===== config.mk =====
export PLATFORM = sky130hd
export DESIGN_NAME = dma2_steal
export DESIGN_NICKNAME = d
export VERILOG_FILES = /design/src/rtl/dma2_pkg.sv /design/src/rtl/dma2_chan.sv /design/src/rtl/dma2_seq.sv /design/src/rtl/dma2_steal.sv
export SDC_FILE = /design/constraint.sdc
export NUM_CORES = 1
export LEC_CHECK = 0
export ABC_AREA = 1
export BUFFER_PORTS_ARGS = -buffer_cell sky130_fd_sc_hd__buf_2
export CORE_ASPECT_RATIO = 0.9
export CORE_MARGIN = 3
export CORE_UTILIZATION = 40
export CTS_CLUSTER_SIZE = 12
export DETAILED_ROUTE_END_ITERATION = 12
export MAX_ROUTING_LAYER = met4
export PLACE_DENSITY = 0.58
export REMOVE_ABC_BUFFERS = 1
export SYNTH_ARGS = -nofsm -noshare
export SYNTH_HDL_FRONTEND = slang
export SYNTH_SLANG_ARGS = --single-unit

===== constraint.sdc =====
create_clock -name clk -period 4.3 [get_ports clk]
set_clock_uncertainty 0.05 [all_clocks]
set_input_delay 0.43 -clock clk [delete_from_list [all_inputs] [get_ports clk]]
set_output_delay 0.43 -clock clk [all_outputs]
set_load 0.05 [all_outputs]

===== src/rtl/dma2_pkg.sv =====
package dma2_pkg;

    typedef enum logic [1:0] {
        SQ_IDLE  = 2'd0,
        SQ_READ  = 2'd1,
        SQ_WRITE = 2'd2
    } seq_state_e;

    localparam logic [2:0] FLD_SRC   = 3'd0;
    localparam logic [2:0] FLD_DST   = 3'd1;
    localparam logic [2:0] FLD_CNT   = 3'd2;
    localparam logic [2:0] FLD_CTRL  = 3'd3;
    localparam logic [2:0] FLD_SWREQ = 3'd4;

    localparam int CB_EN    = 0;
    localparam int CB_WORD  = 1;
    localparam int CB_SINC  = 2;
    localparam int CB_DINC  = 3;
    localparam int CB_RPT   = 4;
    localparam int CB_IRQEN = 5;
    localparam int CB_SEL   = 6;

endpackage


===== src/rtl/dma2_chan.sv =====
module dma2_chan
    import dma2_pkg::*;
#(
    parameter int ADDR_W = 20,
    parameter int CNT_W  = 16,
    parameter int NIRQ   = 4
) (
    input  logic              clk,
    input  logic              rst_n,
    input  logic              wr_en,
    input  logic [2:0]        wr_field,
    input  logic [ADDR_W-1:0] wr_data,
    input  logic [NIRQ-1:0]   irq_lines,
    input  logic              grant,
    input  logic              xfer_end,
    output logic              pend_o,
    output logic [ADDR_W-1:0] rd_addr_o,
    output logic [ADDR_W-1:0] wr_addr_o,
    output logic              word_o,
    output logic              done_o
);

    localparam int SEL_W = (NIRQ > 1) ? $clog2(NIRQ) : 1;

    logic [ADDR_W-1:0] src_q, dst_q, fwd_q;
    logic [CNT_W-1:0]  cnt_q, reload_q;
    logic              en_q, word_q, sinc_q, dinc_q, rpt_q, irqen_q;
    logic [SEL_W-1:0]  sel_q;
    logic [NIRQ-1:0]   irq_q;
    logic              pend_q;

    logic              last, expire_off, en_nxt, req_ev, pend_nxt, ctrl_wr;
    logic [NIRQ-1:0]   irq_edge;
    logic [ADDR_W-1:0] step;

    assign ctrl_wr    = wr_en && (wr_field == FLD_CTRL);
    assign last       = (cnt_q <= CNT_W'(1));
    assign expire_off = xfer_end && last && !rpt_q;
    assign step       = word_q ? ADDR_W'(2) : ADDR_W'(1);
    assign irq_edge   = irq_lines & ~irq_q;

    always_comb begin
        en_nxt = ctrl_wr ? wr_data[CB_EN] : en_q;
        if (expire_off) begin
            en_nxt = 1'b0;
        end
        req_ev = (wr_en && (wr_field == FLD_SWREQ))
               || (irqen_q && irq_edge[sel_q]);
        if (en_q && en_nxt) begin
            pend_nxt = (pend_q && !grant) || req_ev;
        end else begin
            pend_nxt = 1'b0;
        end
    end

    always_ff @(posedge clk or negedge rst_n) begin
        if (!rst_n) begin
            src_q    <= '0;
            dst_q    <= '0;
            fwd_q    <= '0;
            cnt_q    <= '0;
            reload_q <= '0;
            en_q     <= 1'b0;
            word_q   <= 1'b0;
            sinc_q   <= 1'b0;
            dinc_q   <= 1'b0;
            rpt_q    <= 1'b0;
            irqen_q  <= 1'b0;
            sel_q    <= '0;
            irq_q    <= '0;
            pend_q   <= 1'b0;
        end else begin
            irq_q  <= irq_lines;
            pend_q <= pend_nxt;
            en_q   <= en_nxt;
            if (wr_en) begin
                unique case (wr_field)
                    FLD_SRC: begin
                        src_q <= wr_data;
                        fwd_q <= '0;
                    end
                    FLD_DST: begin
                        dst_q <= wr_data;
                        fwd_q <= '0;
                    end
                    FLD_CNT: begin
                        cnt_q    <= wr_data[CNT_W-1:0];
                        reload_q <= wr_data[CNT_W-1:0];
                        fwd_q    <= '0;
                    end
                    FLD_CTRL: begin
                        word_q  <= wr_data[CB_WORD];
                        sinc_q  <= wr_data[CB_SINC];
                        dinc_q  <= wr_data[CB_DINC];
                        rpt_q   <= wr_data[CB_RPT];
                        irqen_q <= wr_data[CB_IRQEN];
                        sel_q   <= wr_data[CB_SEL +: SEL_W];
                    end
                    default: ;
                endcase
            end
            if (xfer_end) begin
                if (last) begin
                    if (rpt_q) begin
                        cnt_q <= reload_q;
                        fwd_q <= '0;
                    end
                end else begin
                    cnt_q <= cnt_q - CNT_W'(1);
                    fwd_q <= fwd_q + step;
                end
            end
        end
    end

    assign pend_o    = pend_q;
    assign word_o    = word_q;
    assign done_o    = xfer_end && last;
    assign rd_addr_o = src_q + (sinc_q ? fwd_q : '0);
    assign wr_addr_o = dst_q + (dinc_q ? fwd_q : '0);

    a_r4_idle_when_disabled: assert property (@(posedge clk) disable iff (!rst_n)
        !en_q |-> !pend_q);

    a_r9_single_disables: assert property (@(posedge clk) disable iff (!rst_n)
        (xfer_end && last && !rpt_q && !wr_en) |=> !en_q);

    a_r10_repeat_reloads: assert property (@(posedge clk) disable iff (!rst_n)
        (xfer_end && last && rpt_q && !wr_en) |=> (cnt_q == reload_q && fwd_q == '0));

    a_r6_offset_step: assert property (@(posedge clk) disable iff (!rst_n)
        (xfer_end && !last && !wr_en) |=> (fwd_q == $past(fwd_q) + $past(step)));

endmodule


===== src/rtl/dma2_seq.sv =====
module dma2_seq
    import dma2_pkg::*;
#(
    parameter int NCH    = 2,
    parameter int ADDR_W = 20,
    parameter int DATA_W = 16
) (
    input  logic              clk,
    input  logic              rst_n,
    input  logic [NCH-1:0]    pend,
    input  logic [ADDR_W-1:0] src_addr [NCH],
    input  logic [ADDR_W-1:0] dst_addr [NCH],
    input  logic [NCH-1:0]    word,
    input  logic [DATA_W-1:0] mem_rdata,
    output logic [NCH-1:0]    grant,
    output logic [NCH-1:0]    xfer_end,
    output logic [ADDR_W-1:0] mem_addr,
    output logic              mem_rd,
    output logic              mem_wr,
    output logic              mem_byte,
    output logic [DATA_W-1:0] mem_wdata,
    output logic              cpu_stall
);

    localparam int CH_W = (NCH > 1) ? $clog2(NCH) : 1;
    localparam int HALF = DATA_W / 2;

    seq_state_e        state_q, state_nxt;
    logic [CH_W-1:0]   cur_q, pick;
    logic              any_pend;
    logic [DATA_W-1:0] latch_q;

    always_comb begin
        pick     = '0;
        any_pend = 1'b0;
        for (int i = NCH - 1; i >= 0; i--) begin
            if (pend[i]) begin
                pick     = CH_W'(i);
                any_pend = 1'b1;
            end
        end
    end

    always_comb begin
        state_nxt = state_q;
        unique case (state_q)
            SQ_IDLE:  if (any_pend) state_nxt = SQ_READ;
            SQ_READ:  state_nxt = SQ_WRITE;
            SQ_WRITE: state_nxt = SQ_IDLE;
            default:  state_nxt = SQ_IDLE;
        endcase
    end

    always_ff @(posedge clk or negedge rst_n) begin
        if (!rst_n) state_q <= SQ_IDLE;
        else        state_q <= state_nxt;
    end

    always_ff @(posedge clk or negedge rst_n) begin
        if (!rst_n) begin
            cur_q   <= '0;
            latch_q <= '0;
        end else begin
            if (state_q == SQ_IDLE && any_pend) begin
                cur_q <= pick;
            end
            if (state_q == SQ_READ) begin
                latch_q <= word[cur_q] ? mem_rdata
                                       : {{(DATA_W-HALF){1'b0}}, mem_rdata[HALF-1:0]};
            end
        end
    end

    always_comb begin
        grant     = '0;
        xfer_end  = '0;
        mem_addr  = '0;
        mem_rd    = 1'b0;
        mem_wr    = 1'b0;
        mem_byte  = 1'b0;
        cpu_stall = 1'b0;
        unique case (state_q)
            SQ_IDLE: begin
                if (any_pend) grant[pick] = 1'b1;
            end
            SQ_READ: begin
                mem_addr  = src_addr[cur_q];
                mem_rd    = 1'b1;
                mem_byte  = !word[cur_q];
                cpu_stall = 1'b1;
            end
            SQ_WRITE: begin
                mem_addr       = dst_addr[cur_q];
                mem_wr         = 1'b1;
                mem_byte       = !word[cur_q];
                cpu_stall      = 1'b1;
                xfer_end[cur_q] = 1'b1;
            end
            default: ;
        endcase
    end

    assign mem_wdata = latch_q;

    a_r2_read_then_write: assert property (@(posedge clk) disable iff (!rst_n)
        mem_rd |=> mem_wr);

    a_r2_never_both: assert property (@(posedge clk) disable iff (!rst_n)
        !(mem_rd && mem_wr));

    a_r3_release_after_write: assert property (@(posedge clk) disable iff (!rst_n)
        mem_wr |=> !cpu_stall);

    a_r8_single_grant: assert property (@(posedge clk) disable iff (!rst_n)
        $onehot0(grant));

    a_r8_low_channel_first: assert property (@(posedge clk) disable iff (!rst_n)
        (state_q == SQ_IDLE && pend[0]) |=> (mem_rd && cur_q == '0));

endmodule


===== src/rtl/dma2_steal.sv =====
module dma2_steal
    import dma2_pkg::*;
#(
    parameter int NCH    = 2,
    parameter int NIRQ   = 4,
    parameter int ADDR_W = 20,
    parameter int CNT_W  = 16,
    parameter int DATA_W = 16,
    localparam int CH_W  = (NCH > 1) ? $clog2(NCH) : 1
) (
    input  logic              clk,
    input  logic              rst_n,
    input  logic              cfg_we,
    input  logic [CH_W-1:0]   cfg_ch,
    input  logic [2:0]        cfg_field,
    input  logic [ADDR_W-1:0] cfg_wdata,
    input  logic [NIRQ-1:0]   irq_lines,
    output logic [ADDR_W-1:0] mem_addr,
    output logic              mem_rd,
    output logic              mem_wr,
    output logic              mem_byte,
    output logic [DATA_W-1:0] mem_wdata,
    input  logic [DATA_W-1:0] mem_rdata,
    output logic              cpu_stall,
    output logic [NCH-1:0]    done
);

    logic [NCH-1:0]    pend, grant, xfer_end, word;
    logic [ADDR_W-1:0] src_a [NCH];
    logic [ADDR_W-1:0] dst_a [NCH];

    for (genvar g = 0; g < NCH; g++) begin : g_ch
        logic sel_wr;
        assign sel_wr = cfg_we && (cfg_ch == CH_W'(g));

        dma2_chan #(
            .ADDR_W (ADDR_W),
            .CNT_W  (CNT_W),
            .NIRQ   (NIRQ)
        ) u_chan (
            .clk       (clk),
            .rst_n     (rst_n),
            .wr_en     (sel_wr),
            .wr_field  (cfg_field),
            .wr_data   (cfg_wdata),
            .irq_lines (irq_lines),
            .grant     (grant[g]),
            .xfer_end  (xfer_end[g]),
            .pend_o    (pend[g]),
            .rd_addr_o (src_a[g]),
            .wr_addr_o (dst_a[g]),
            .word_o    (word[g]),
            .done_o    (done[g])
        );
    end

    dma2_seq #(
        .NCH    (NCH),
        .ADDR_W (ADDR_W),
        .DATA_W (DATA_W)
    ) u_seq (
        .clk       (clk),
        .rst_n     (rst_n),
        .pend      (pend),
        .src_addr  (src_a),
        .dst_addr  (dst_a),
        .word      (word),
        .mem_rdata (mem_rdata),
        .grant     (grant),
        .xfer_end  (xfer_end),
        .mem_addr  (mem_addr),
        .mem_rd    (mem_rd),
        .mem_wr    (mem_wr),
        .mem_byte  (mem_byte),
        .mem_wdata (mem_wdata),
        .cpu_stall (cpu_stall)
    );

    a_r1_quiet_out_of_reset: assert property (@(posedge clk) disable iff (!rst_n)
        $rose(rst_n) |-> (!mem_rd && !mem_wr && !cpu_stall));

endmodule


# == Yosys cells after proc, flatten, opt, wreduce, memory -nomap -nowiden ==
# Index checks and enable logic that the tools add are counted.
# word_totals
regBits,225
latch_bits,0
ram_bits,0
rom_bits,0
input_bits,47
out_inout_bits,42
wordCells,160
mem_count,0
# op_classes
n_addsub,8
mul,0
div,0
order_cmp,9
n_eq_ne,7
shift,0
muxes,62
n_bitwise,4
reduce_logical,40
# ops
op,count
20-bit 2-to-1 mux,20
16-bit 2-to-1 mux,11
20-bit adder,6
20-bit one-hot mux with 2 select lines,1
"16-bit by 1-bit <= comparator with 1-bit output, second input constant",2
"16-bit by 1-bit subtractor with 16-bit output, second input constant",2
1-bit logical AND,19
1-bit 2-to-1 mux,19
2-bit AND reduction,8
2-bit 2-to-1 mux,6
"3-bit by 2-bit equality test with 1-bit output, second input constant",2
"2-bit by 3-bit less-than comparator with 1-bit output, second input constant",2
1-bit logical NOT,5
4-bit bitwise AND,1
1-bit binary-select mux with 2-bit select,2
1-bit logical OR,4
"1-bit by 2-bit less-than comparator with 1-bit output, second input constant",2
4-bit NOT,1
2-bit one-hot mux with 2 select lines,1
"3-bit by 1-bit equality test with 1-bit output, second input constant",1
"3-bit equality test, second input constant",1
3-bit logical NOT,1
3-bit OR reduction,1
1-bit demux with 1-bit select,2
other kinds (9),10

# == Logic depth before layout (Yosys ltp) ==
# Gate-level depths: netlist (run 1).
# depth
ltp_word,12
depth_mapped,16

# == Modules after synthesis ==
# Synthesis (run 1) repeated with hierarchy kept, for this count alone.
# hier_totals
hier_cells,2500
area_unflattened_um2,16918.7
# modules_own_cells
mod,instances,cells_per_inst,area_per_inst_um2,seq_area_each_um2
dma2_chan at g_ch[0].u_chan,1,1098,7499.7,2627.5
dma2_chan at g_ch[1].u_chan,1,1084,7497.2,2627.5
dma2_seq,1,314,1904.3,475.5
dma2_steal,1,4,17.5,0.0

# == Worst setup path after synthesis (run 1) ==
# Ideal clock, no wire load.
# synth_path
path_kind,register -> output
from,reg g_ch[0].u_chan.sinc_q
to,out mem_addr[6]
t_arrival_ns,2.807
setup_slack_ns,1.013
path_stages_with_launch,14
path_buffers,1
path_cell_list,dfrtp_1 > clkbuf_1 > nand2_1 > inv_1 > ha_1 > fa_1 > nand3_1 > nand3_1 > nand2_1 > nand2_1 > a21oi_1 > o21ai_0 > a21bo_2 > a21oi_1
# synth_via
elab_chain_cells,6
# synth_lines
element,line,rtl
from (decl),dma2_chan.sv:27,"logic en_q, word_q, sinc_q, dinc_q, rpt_q, irqen_q;"
from (signal assigned),dma2_chan.sv:93,sinc_q <= wr_data[CB_SINC];
20-bit 2-to-1 mux,dma2_chan.sv:119,assign rd_addr_o = src_q + (sinc_q ? fwd_q : '0);
20-bit adder,dma2_chan.sv:119,
20-bit 2-to-1 mux (implied by the code) (3 in series),dma2_seq.sv:87,mem_addr = src_addr[cur_q];
20-bit one-hot mux with 2 select lines,dma2_seq.sv:82,unique case (state_q)
to (decl),dma2_steal.sv:18,"output logic [ADDR_W-1:0] mem_addr,"
# Every way passes these cells. The select of a mux whose other input is x is not followed.

# == Worst setup path in the final report (run 1) ==
# layout_path
from,reg g_ch[0].u_chan.dinc_q
to,out mem_addr[8]
# layout_via
elab_chain_cells,6
# layout_lines
element,line,rtl
from (decl),dma2_chan.sv:27,
from (signal assigned),dma2_chan.sv:94,dinc_q <= wr_data[CB_DINC];
20-bit 2-to-1 mux,dma2_chan.sv:120,assign wr_addr_o = dst_q + (dinc_q ? fwd_q : '0);
20-bit adder,dma2_chan.sv:120,
20-bit 2-to-1 mux (implied by the code) (3 in series),dma2_seq.sv:93,mem_addr = dst_addr[cur_q];
20-bit one-hot mux with 2 select lines,dma2_seq.sv:82,
# Every way passes these cells. The select of a mux whose other input is x is not followed.

==> results of run 1 <==
-- repair_timing --
item	CTS	global route
setup endpoints to repair	0	4
hold buffers	5	0
resized for setup	0	3
endpoints found under the hold margin	88	0
-- cell type report --
type	count	area [µm²]
flip-flops and latches	225	5630
clock buffers	37	803
clock inverters	10	144
well taps	532	666
repair buffers	108	626
multi-input cells	1737	8920
inverters	396	1490
fillers	4154	21600
-- per-layer routing --
layer  routed length [µm]  track usage  vias to the layer above
li1                     -            -                     7963
met1                24900        0.349                     7446
met2                22800        0.378                      396
met3                 3270       0.0384                       76
met4                 1270       0.0559                        0
met5                    0            -                        -
-- placed cells by master (no fill, tap or decap), types with 6 or more instances in the layout --
cell type | Yosys | layout
nand2_1 | 702 | 702
inv_1 | 391 | 391
o21ai_0 | 262 | 262
dfrtp_1 | 225 | 222
nand3_1 | 203 | 203
nor2_1 | 147 | 145
a21oi_1 | 115 | 115
buf_2 | 12 | 87
ha_1 | 87 | 86
xor2_1 | 28 | 28
clkbuf_16 | 0 | 27
o211ai_1 | 21 | 21
nor3_1 | 17 | 17
o22ai_1 | 16 | 16
nand4_1 | 14 | 14
buf_4 | 5 | 14
a31oi_1 | 12 | 12
nor2_2 | 10 | 12
o21bai_1 | 9 | 9
o21ai_1 | 9 | 9
clkbuf_8 | 0 | 9
nor4_1 | 8 | 8
mux2_2 | 8 | 8
and2_1 | 7 | 7
o221ai_1 | 6 | 6
fa_1 | 6 | 6
-- report_power, final --
| group | leakage, nW | switching, W | internal (W) |
|---|---|---|---|
| clock | 0.475 | 0.000966 | 0.00148 |
| sequential | 2.86 | 0.000513 | 0.00265 |
| combinational | 6.40 | 0.00212 | 0.000989 |
| total | 9.73 | 0.00359 | 0.00512 |
-- per-stage QoR --
| step | cells | power, W | worst slack [ns] | utilization |
|---|---|---|---|---|
| final | 3045 | 0.00871 | 0.320 | 0.458 |
| after detailed placement | 2993 | 0.00625 | 0.762 | 0.433 |
| after global routing | 3045 | 0.00931 | 0.0734 | 0.458 |
| after global placement | 2993 | 0.00619 | 0.798 | 0.433 |
| after floorplan | 2358 | 0.00523 | 0.978 | - |
| after CTS | 3045 | 0.00874 | 0.142 | 0.458 |
-- worst max-delay path, stage by stage (launching register included) --
cell and delay, ns:
dfrtp_2 0.56, nand2_1 0.12, inv_1 0.05, ha_1 0.20
fa_1 0.46, a21oi_1 0.29, o21ai_0 0.27, xnor2_1 0.20
nand2_1 0.08, nand3_1 0.06, a21oi_1 0.30, buf_2 0.33
-- cell families after synthesis --
kind of cell,after synthesis
compound gates,476
xor+xnor,31
fa+ha+maj,93
buf+inv,468
flops,225
mux,8
simple gates,1129
-- worst max-delay path by stage --
stage	endpoint	slack [ns]	cells past startpoint
floorplan	mem_addr[6]	0.98	12
global placement	mem_addr[8]	0.80	12
detailed placement	mem_addr[8]	0.76	11
CTS	mem_addr[8]	0.14	11
global route	mem_addr[8]	0.07	12
finish	mem_addr[8]	0.32	11
-- synth_stat cells, drive strengths merged (9+ instances only) --
library cell | number | area, µm²
nand4 | 15 | 109
inv | 396 | 1490
nor2 | 159 | 637
a21oi | 115 | 576
nand2 | 705 | 2650
dfrtp | 225 | 5630
a31oi | 12 | 75.1
o21bai | 9 | 67.6
o21ai | 277 | 1420
clkbuf | 49 | 184
o22ai | 16 | 100
nand3 | 205 | 1040
ha | 87 | 1090
xor2 | 28 | 245
buf | 23 | 143
nor3 | 23 | 158
o211ai | 21 | 158
-- flip-flops by register name (all words and copies together) (netlist names) --
| name | cells |
|---|---|
| g_ch.u_chan.irqen_q | 2 |
| g_ch.u_chan.reload_q | 32 |
| g_ch.u_chan.irq_q | 4 |
| g_ch.u_chan.en_q | 2 |
| u_seq.cur_q | 1 |
| g_ch.u_chan.src_q | 40 |
| g_ch.u_chan.pend_o | 2 |
| u_seq.state_q | 2 |
| g_ch.u_chan.fwd_q | 40 |
| g_ch.u_chan.word_o | 2 |
| g_ch.u_chan.sinc_q | 2 |
| g_ch.u_chan.dinc_q | 2 |
| g_ch.u_chan.dst_q | 40 |
| g_ch.u_chan.rpt_q | 2 |
| g_ch.u_chan.sel_q | 4 |
| g_ch.u_chan.cnt_q | 32 |
| u_seq.mem_wdata | 16 |
==> reports/metrics.yaml, run 1 <==
synth_seq_cells: 225
min_period_ns: 3.98
place_hpwl_um: 39800
syn_area_um2: 16400
reg2reg_slack_ns: 1.54
min_to: "u_seq.mem_wdata[4]"
synthCells: 2430
start_util: 0.410
muxShareOfSynthArea: 0.00551
grt-ovfl-total: 0
avgSynthCellArea_um2: 6.73
synth_flop_cell: "dfrtp_1"
reg2reg_to: "g_ch[0].u_chan.fwd_q[18]"
synth-xor-area-share: 0.0166
worstPathArrival_ns: 3.50
grt_max_degree: 95
holdWs_ns: 0.0424
drtIter0Drc: 1206
place_area_um2: 17300
crit_path_end_kind: "primary output"
ys_types: 50
totalWireLength_um: 52200
min_period_over_period: 0.926
cts_max_level: 1
hold_viol: 0
post_cts_buffers: 0
status: "finished, final reports clean"
clockBufferDepth: 3
p_leak_nw: 9.73
grt_pass1_vias: 15100
synth_edf_count: 0
vias: 15900
die_x_um: 219
routed_via_density: 5.22
root_buffer: "clkbuf_16"
grt_pass1_wl_um: 82400
area.growth.synth_to_final_pct: 11.8
slew_headroom: 0.377
async_reset_ff_frac: 1.00
wire_per_inst_um: 17.2
min_path_cells: 2
worstPathRequired_ns: 3.82
worst_slew_pin_slew_ns: 0.933
cts_made_buffers: 27
drcViolationCount: 0
final_max_slew_viol_count: 0
dieArea_um2: 43400
drtPass1Iterations: 7
core-area_um2: 39900
nets: 2635
power_density_nw_per_um2: 477
synth-simple-area-share: 0.290
portBuffers: 88
cp_max_fo: 21
row_count: 69
hold_path_class: "input port to flip-flop"
synth_top_family_by_area: "simple AND/OR/NAND/NOR gates"
cts_tree: "yes"
antenna_found_initial: 1
clkSlewWorstSetupHoldPaths_ns: 0.06
clk_latency_ns: 0.57
die_h_um: 198
synth_fa_ha_area_frac: 0.0739
setup_tns_ns: 0
final_cell_area_um2: 18300
setup_violations: 0
min-delay-start: "mem_rdata[4]"
place_congestion: 0.943
ff2ff_path_depth: 14
diodes: 0
maxCapViolations: 0
cts_sinks: 225
track_usage: 0.248
postRouteAntennaNets: 0
rsz0062_at_grt: "false"
crit_type: "flip-flop to primary output"
io_pins: 89
max_freq_mhz: 251
vdd_drop_max_uv: 384
cp-start-kind: "flip-flop"
yosysWarnings: 0
crit_start: "g_ch[0].u_chan.dinc_q"
rr_startpoint: "g_ch[0].u_chan.word_o"
ys_seq_area_frac: 0.344
drive_above_1_share: 0.0796
synth-compound-area-share: 0.159
Power figures use the tool's default switching activity.
==> run 2, diff against run 1 <==
--- a/config.mk
+++ b/config.mk
@@ -6,7 +6,7 @@
 export NUM_CORES = 1
 export LEC_CHECK = 0
 export ABC_AREA = 1
-export BUFFER_PORTS_ARGS = -buffer_cell sky130_fd_sc_hd__buf_2
+export BUFFER_PORTS_ARGS = -buffer_cell sky130_fd_sc_hd__buf_4
 export CORE_ASPECT_RATIO = 0.9
 export CORE_MARGIN = 3
 export CORE_UTILIZATION = 40
==> run 2 against run 1 <==
Compared with the run above:
- count of clock-buffer cells in the layout down 3
- combinational power rose by 2%
- global-route usage up 0.40 points
- cell count about the same
- flip-flop and latch count did not move
- sequential power about the same
- largest cell class unchanged
==> reports/metrics.yaml, run 2 (synthesis gave the netlist of run 1 again) <==
reg2reg_to: "g_ch[1].u_chan.fwd_q[6]"
slowest_delay_ns: 0.76  # +0.20 ns
hold_path_class: "input port to flip-flop"
crit_end: "mem_addr[7]"
grt_use_met3: 0.0354  # -0.00292
drtIter0Drc: 1144  # -5.1%
hold_viol: 0  # unchanged
rr_startpoint: "u_seq.state_q[0]"
antenna_found_initial: 1  # unchanged
worstPathRequired_ns: 3.82  # about the same
drcViolationCount: 0  # unchanged
clk_latency_ns: 0.56  # about the same
die_h_um: 198  # unchanged
holdWs_ns: 0.0600  # +0.0176 ns
use_met1: 0.360  # +0.0107
die_x_um: 219  # unchanged
vias: 16000  # +0.57%
core-area_um2: 39900  # unchanged
crit_family: "simple AND/OR/NAND/NOR gates"
setup_tns_ns: 0  # unchanged
totalWireLength_um: 53000  # +1.4%
cts_sinks: 225  # unchanged
status: "finished, final reports clean"
vdd_drop_max_uv: 354  # -7.8%
diodes: 0  # unchanged
crit_buf_inv: 2  # unchanged
p_leak_nw: 9.76  # +0.24%
rsz0062_at_grt: "false"
grt_max_degree: 105  # +11%
cts_made_buffers: 27  # unchanged
cp-start-kind: "flip-flop"
power_density_nw_per_um2: 468  # -1.7%
place_hpwl_um: 40300  # +1.3%
worstPathArrival_ns: 3.56  # +0.06 ns
worstPathCellList: "nand2_1, inv_1, ha_1, nand2_1, nand3_1, nand2_1, nand3_1, and2_1, nor3_1, o21ai_0, a21oi_1, buf_4"
worst_slew_pin_slew_ns: 1.05  # +0.115 ns
final_common_cell: "nand2_1"
grt-ovfl-total: 0  # unchanged
postRouteAntennaNets: 0  # unchanged
nets: 2635  # unchanged
routed_via_density: 5.24  # +0.47%
grt_pass1_wl_um: 83800  # +1.7%
drtPass1Iterations: 6  # -1
final_cell_mix: "nand2_1, inv_1, o21ai_0"
setup_violations: 0  # unchanged
drive_above_1_share: 0.0787  # -0.000890
min_period_over_period: 0.940  # +0.0148
place_congestion: 0.928  # -1.6%
crit_start: "g_ch[0].u_chan.sinc_q"
clkSlewWorstSetupHoldPaths_ns: 0.06  # about the same
reg2reg_slack_ns: 1.50  # -0.04 ns
reg.largest.list: "g_ch.u_chan.dst_q (40), g_ch.u_chan.fwd_q (40), g_ch.u_chan.src_q (40)"
cts_resized: 0  # unchanged
gr-usage-met2: 0.383  # +0.00499
min_period_ns: 4.04  # +0.0635 ns
start_util: 0.410  # unchanged
cpMostUsedCell: "nand2_1"
cts_tree: "yes"
max_freq_mhz: 247  # -1.6%
grt_pass1_vias: 15200  # +0.32%
io_pins: 89  # unchanged
final_max_slew_viol_count: 0  # unchanged
area.growth.synth_to_final_pct: 12.7
maxCapViolations: 0  # unchanged
cpMaxStageDelayCell: "dfrtp_1"
cp_max_fo: 21  # unchanged
crit_path_end_kind: "primary output"
row_count: 69  # unchanged
track_usage: 0.252  # +0.00404
clockBufferDepth: 3  # unchanged
portBuffers: 88  # unchanged
cts_max_level: 1  # unchanged
wire_per_inst_um: 17.4  # +1.3%
top_usage_layer: "met2"
crit_type: "flip-flop to primary output"
min_path_cells: 2  # unchanged
slew_headroom: 0.297  # -0.0806
ff2ff_path_depth: 9  # -5
root_buffer: "clkbuf_16"
post_cts_buffers: 0  # unchanged
dieArea_um2: 43400  # unchanged
path_depth: 12  # +1
-- run 2: cell types whose count changed in the layout (fill, tap and decap cells not counted) --
cell | previous run | this run
buf_2 | 87 | 0
bufinv_16 | 3 | 2
dfrtp_1 | 222 | 225
clkbuf_8 | 9 | 4
inv_16 | 1 | 0
dfrtp_2 | 3 | 0
clkinvlp_4 | 0 | 1
buf_4 | 14 | 100
clkinv_2 | 5 | 11
clkbuf_1 | 1 | 3
clkinv_4 | 0 | 1
buf_12 | 1 | 2
-- run 2: what timing repair did --
| action | 4_1_cts | 5_1_grt |
|---|---|---|
| endpoints found under the setup margin | 0 | 0 |
| endpoints found under the hold margin | 106 | 0 |
| hold buffers | 5 | 0 |
-- run 2: how the worst min path moves through the flow --
| stage | startpoint | to |
|---|---|---|
| after global routing | mem_rdata[2] | u_seq.mem_wdata[2] |
| final | mem_rdata[0] | u_seq.mem_wdata[0] |
| after global placement | g_ch[1].u_chan.src_q[13] | g_ch[1].u_chan.src_q[13] |
| after floorplan | rst_n | g_ch[0].u_chan.cnt_q[0] |
| after detailed placement | g_ch[1].u_chan.dst_q[19] | g_ch[1].u_chan.dst_q[19] |
| after CTS | mem_rdata[0] | u_seq.mem_wdata[0] |
-- run 2: report_power, final --
group          switching, W  internal, W
Combinational       0.00212      0.00105
Sequential         0.000512      0.00265
Clock              0.000968      0.00134
Total               0.00360      0.00504
-- run 2: area by class of cell --
class	instances	area, µm²
timing repair buffer	108	856
tap	532	666
multi-input combinational	1737	8920
inverter	396	1490
fill	4137	21400
clock buffer	34	742
clock inverter	16	140
sequential	225	5630
-- run 2: per-layer routing --
layer	up-vias	routed length (µm)
met2	421	22900
li1	7978	-
met4	0	1210
met1	7504	25600
met5	-	0
met3	68	3290
-- run 2: per-stage QoR --
step	power (W)	utilization	cell area (µm²)	worst slack, ns	cells
after global routing	0.00924	0.462	18400	0.00681	3048
after floorplan	0.00523	-	16000	0.978	2358
after CTS	0.00867	0.462	18400	0.280	3048
after detailed placement	0.00631	0.439	17500	0.889	2993
final	0.00864	0.462	18400	0.257	3048
after global placement	0.00626	0.439	17500	0.906	2993
==> run 3, diff against run 2 <==
--- a/config.mk
+++ b/config.mk
@@ -17,4 +17,5 @@
 export REMOVE_ABC_BUFFERS = 1
 export SYNTH_ARGS = -nofsm -noshare
 export SYNTH_HDL_FRONTEND = slang
+export SYNTH_HIERARCHICAL = 1
 export SYNTH_SLANG_ARGS = --single-unit
==> run 3 against run 2 <==
Compared with the run above:
- non-clock buffer count increased by 6
- first-iteration DRC count grew 9.1%
- register-to-register slack gained 0.02 ns
- global-route usage down 1.3 points
- setup slack improved by 0.025 ns
- wire length shrank 0.73%
- die area grew 3.3%
- sequential share of layout area fell by 0.40 points
- critical path type unchanged
- largest cell class unchanged
==> reports/metrics.yaml, run 3 <==
area.growth.synth_to_final_pct: 12.5
preCtsSetupSlack_ns: 0.802  # -0.0868 ns
rsz0062_at_grt: "false"
start_util: 0.411  # +0.000940
postRouteAntennaNets: 0  # unchanged
totalWireLength_um: 52600  # -0.73%
final_core_util: 0.462  # about the same
clockBufferDepth: 3  # unchanged
clkSlewWorstSetupHoldPaths_ns: 0.06  # about the same
cts_made_buffers: 27  # unchanged
ys_seq_area_frac: 0.339  # -0.00554
reg.largest.list: "g_ch.u_chan/dst_q (40), g_ch.u_chan/fwd_q (40), g_ch.u_chan/src_q (40)"
status: "finished, final reports clean"
synth.most_common_cell: "nand2_1"
grt_pass1_wl_um: 84400  # +0.62%
final_common_cell: "nand2_1"
synth_seq_cells: 229  # +1.8%
cts_tree: "yes"
reg2reg_to: "g_ch[1].u_chan/fwd_q[17]"
p_int_w: 0.00513  # +1.8%
die_x_um: 223  # +1.7%
ys_types: 44  # -12%
grt-ovfl-total: 0  # unchanged
vias: 16100  # +0.97%
track_usage: 0.240  # -0.0127
rr_startpoint: "u_seq/cur_q"
crit_end: "mem_addr[17]"
dieArea_um2: 44800  # +3.3%
power.total_w: 0.00885  # +2.4%
syn_area_um2: 16900  # +3.4%
synth_flop_cell: "dfrtp_1"
post_cts_buffers: 0  # unchanged
drtIter0Drc: 1248  # +9.1%
yosysWarnings: 6  # +6
worstPathArrival_ns: 3.54  # -0.02 ns
p_leak_nw: 10.4  # +6.4%
synth_edf_count: 0  # unchanged
portBuffers: 88  # unchanged
synthCells: 2500  # +2.9%
drive_above_1_share: 0.0931  # +0.0144
core-area_um2: 41200  # +3.2%
place_congestion: 0.969  # +4.4%
reg2reg_slack_ns: 1.52  # +0.02 ns
io_pins: 89  # unchanged
nets: 2710  # +2.8%
grt_pass1_vias: 15600  # +2.5%
place_area_um2: 18000  # +2.7%
hold_path_class: "input port to flip-flop"
final_max_slew_viol_count: 0  # unchanged
min_period_over_period: 0.935  # -0.00572
die_h_um: 201  # +1.7%
grt_max_degree: 108  # +2.9%
row_count: 70  # +1.4%
setup_tns_ns: 0  # unchanged
antenna_found_initial: 3  # +2
cts_sinks: 229  # +1.8%
worst_slew_pin_slew_ns: 1.09  # +0.0446 ns
combinationalPowerShare: 0.373  # +0.006
place_hpwl_um: 39900  # -0.92%
hold_viol: 0  # unchanged
crit_path_end_kind: "primary output"
routed_via_density: 5.14  # -1.9%
avgSynthCellArea_um2: 6.77  # +0.55%
min-delay-start: "mem_rdata[10]"
ys_top_cells_by_area: "dfrtp_1, nand2_1, inv_1, o21ai_0, ha_1"
cp_max_fo: 21  # unchanged
drcViolationCount: 0  # unchanged
p_sw_w: 0.00372  # +3.3%
cts_max_level: 1  # unchanged
worst_slack_ns: 0.281  # +0.0246 ns
final_cell_mix: "nand2_1, inv_1, dfrtp_1"
ff2ff_path_depth: 8  # -1
root_buffer: "clkbuf_16"
vdd_drop_max_uv: 402  # +14%
wire_per_inst_um: 16.8  # -3.5%
final_cell_area_um2: 19000  # +3.2%
power_density_nw_per_um2: 465  # -0.77%
setup_violations: 0  # unchanged
pwr-share-clk: 0.263  # -0.004
max_freq_mhz: 249  # +0.61%
clk_latency_ns: 0.57  # about the same
crit_type: "flip-flop to primary output"
cp-start-kind: "flip-flop"
slew_headroom: 0.271  # -0.0258
maxCapViolations: 0  # unchanged
seq_power_share: 0.364  # -0.002
synth_common_cells: "nand2_1, inv_1, dfrtp_1"
swShare: 0.420  # +0.00351
drtPass1Iterations: 5  # -1
worstPathRequired_ns: 3.82  # about the same
async_reset_ff_frac: 1.00  # unchanged
yosysTopAreaCell: "dfrtp_1"
crit_start: "g_ch[1].u_chan/sinc_q"
synth_top_area_frac: 0.339  # -0.00554
min_period_ns: 4.02  # -0.0246 ns
## run 3: cell count changes after synthesis, moves of 11 or more
cell and change:
nand2_2 +22, a21oi_1 -33, a31oi_1 -11, clkbuf_1 -12, nand2_1 +161, xor2_1 +43
nand3_1 -21, o21ai_0 -41, inv_1 -53, a21boi_0 +13, a21oi_2 +21, o22ai_1 -12
## run 3: what timing repair did
action	4_1_cts	5_1_grt
hold endpoints to repair	119	0
endpoints found under the setup margin	0	7
hold buffers	12	0
resized for setup	0	4
## run 3: worst max-delay path: stages, from the launching register on
cell and delay, ns:
dfrtp_2 0.54, nand2_1 0.12, inv_1 0.04, ha_1 0.37, nand2_1 0.16, nor2_1 0.27
inv_1 0.09, nor3_1 0.37, nand3_1 0.18, nand3_1 0.12, nand2_1 0.05, nand2_1 0.06
inv_1 0.04, nand2_1 0.06, nand3_1 0.09, a21oi_2 0.15, buf_4 0.23
## run 3: stage by stage
| step | hold WS [ns] | instances |
|---|---|---|
| after CTS | 0.00150 | 3129 |
| after detailed placement | 0.418 | 3068 |
| after global placement | 0.407 | 3068 |
| final | 0.0293 | 3136 |
| after floorplan | 0.0844 | 2426 |
| after global routing | 0.0329 | 3136 |
## run 3: final cells by class
| class | count | area [µm²] |
|---|---|---|
| antenna | 7 | 17.5 |
| clock buffer | 39 | 801 |
| clock inverter | 10 | 103 |
| fill | 4322 | 22100 |
| inverter | 344 | 1300 |
| multi-input combinational | 1853 | 9480 |
| sequential | 229 | 5730 |
| tap | 540 | 676 |
| timing repair buffer | 114 | 918 |
## run 3: routing by layer
| layer | vias up | global-route usage | share of wire |
|---|---|---|---|
| met1 | 7525 | 0.347 | 0.49 |
| li1 | 8092 | - | - |
| met3 | 63 | 0.0430 | 0.070 |
| met2 | 446 | 0.344 | 0.41 |
| met5 | - | - | 0 |
| met4 | 0 | 0.0665 | 0.027 |
## run 3: kinds of logic after synthesis
family,after synthesis,synth area share
adders and majority gates,94,0.0722
buffers and inverters,418,0.101
AOI/OAI and AO/OA,389,0.128
xor gates and xnor gates,75,0.0388
DFF,229,0.339
and+or+nand+nor,1295,0.322
## run 3: power groups by stage
stage / Sequential, W / Combinational, W / Clock, W
finish: 0.00322 / 0.00330 / 0.00233
global route: 0.00329 / 0.00374 / 0.00248
CTS: 0.00321 / 0.00330 / 0.00240
detailed placement: 0.00324 / 0.00328 / 0
global placement: 0.00323 / 0.00324 / 0
floorplan: 0.00334 / 0.00212 / 0
## run 3: how the worst min path moves through the flow
stage                                         end  slack (ns)  cells past startpoint
after floorplan           g_ch[0].u_chan/cnt_q[0]        0.08                      0
after global placement         u_seq/mem_wdata[2]        0.41                      2
after detailed placement       u_seq/mem_wdata[6]        0.42                      2
after CTS                     u_seq/mem_wdata[13]       0.002                      3
after global routing          u_seq/mem_wdata[12]        0.03                      3
final                         u_seq/mem_wdata[10]        0.03                      3
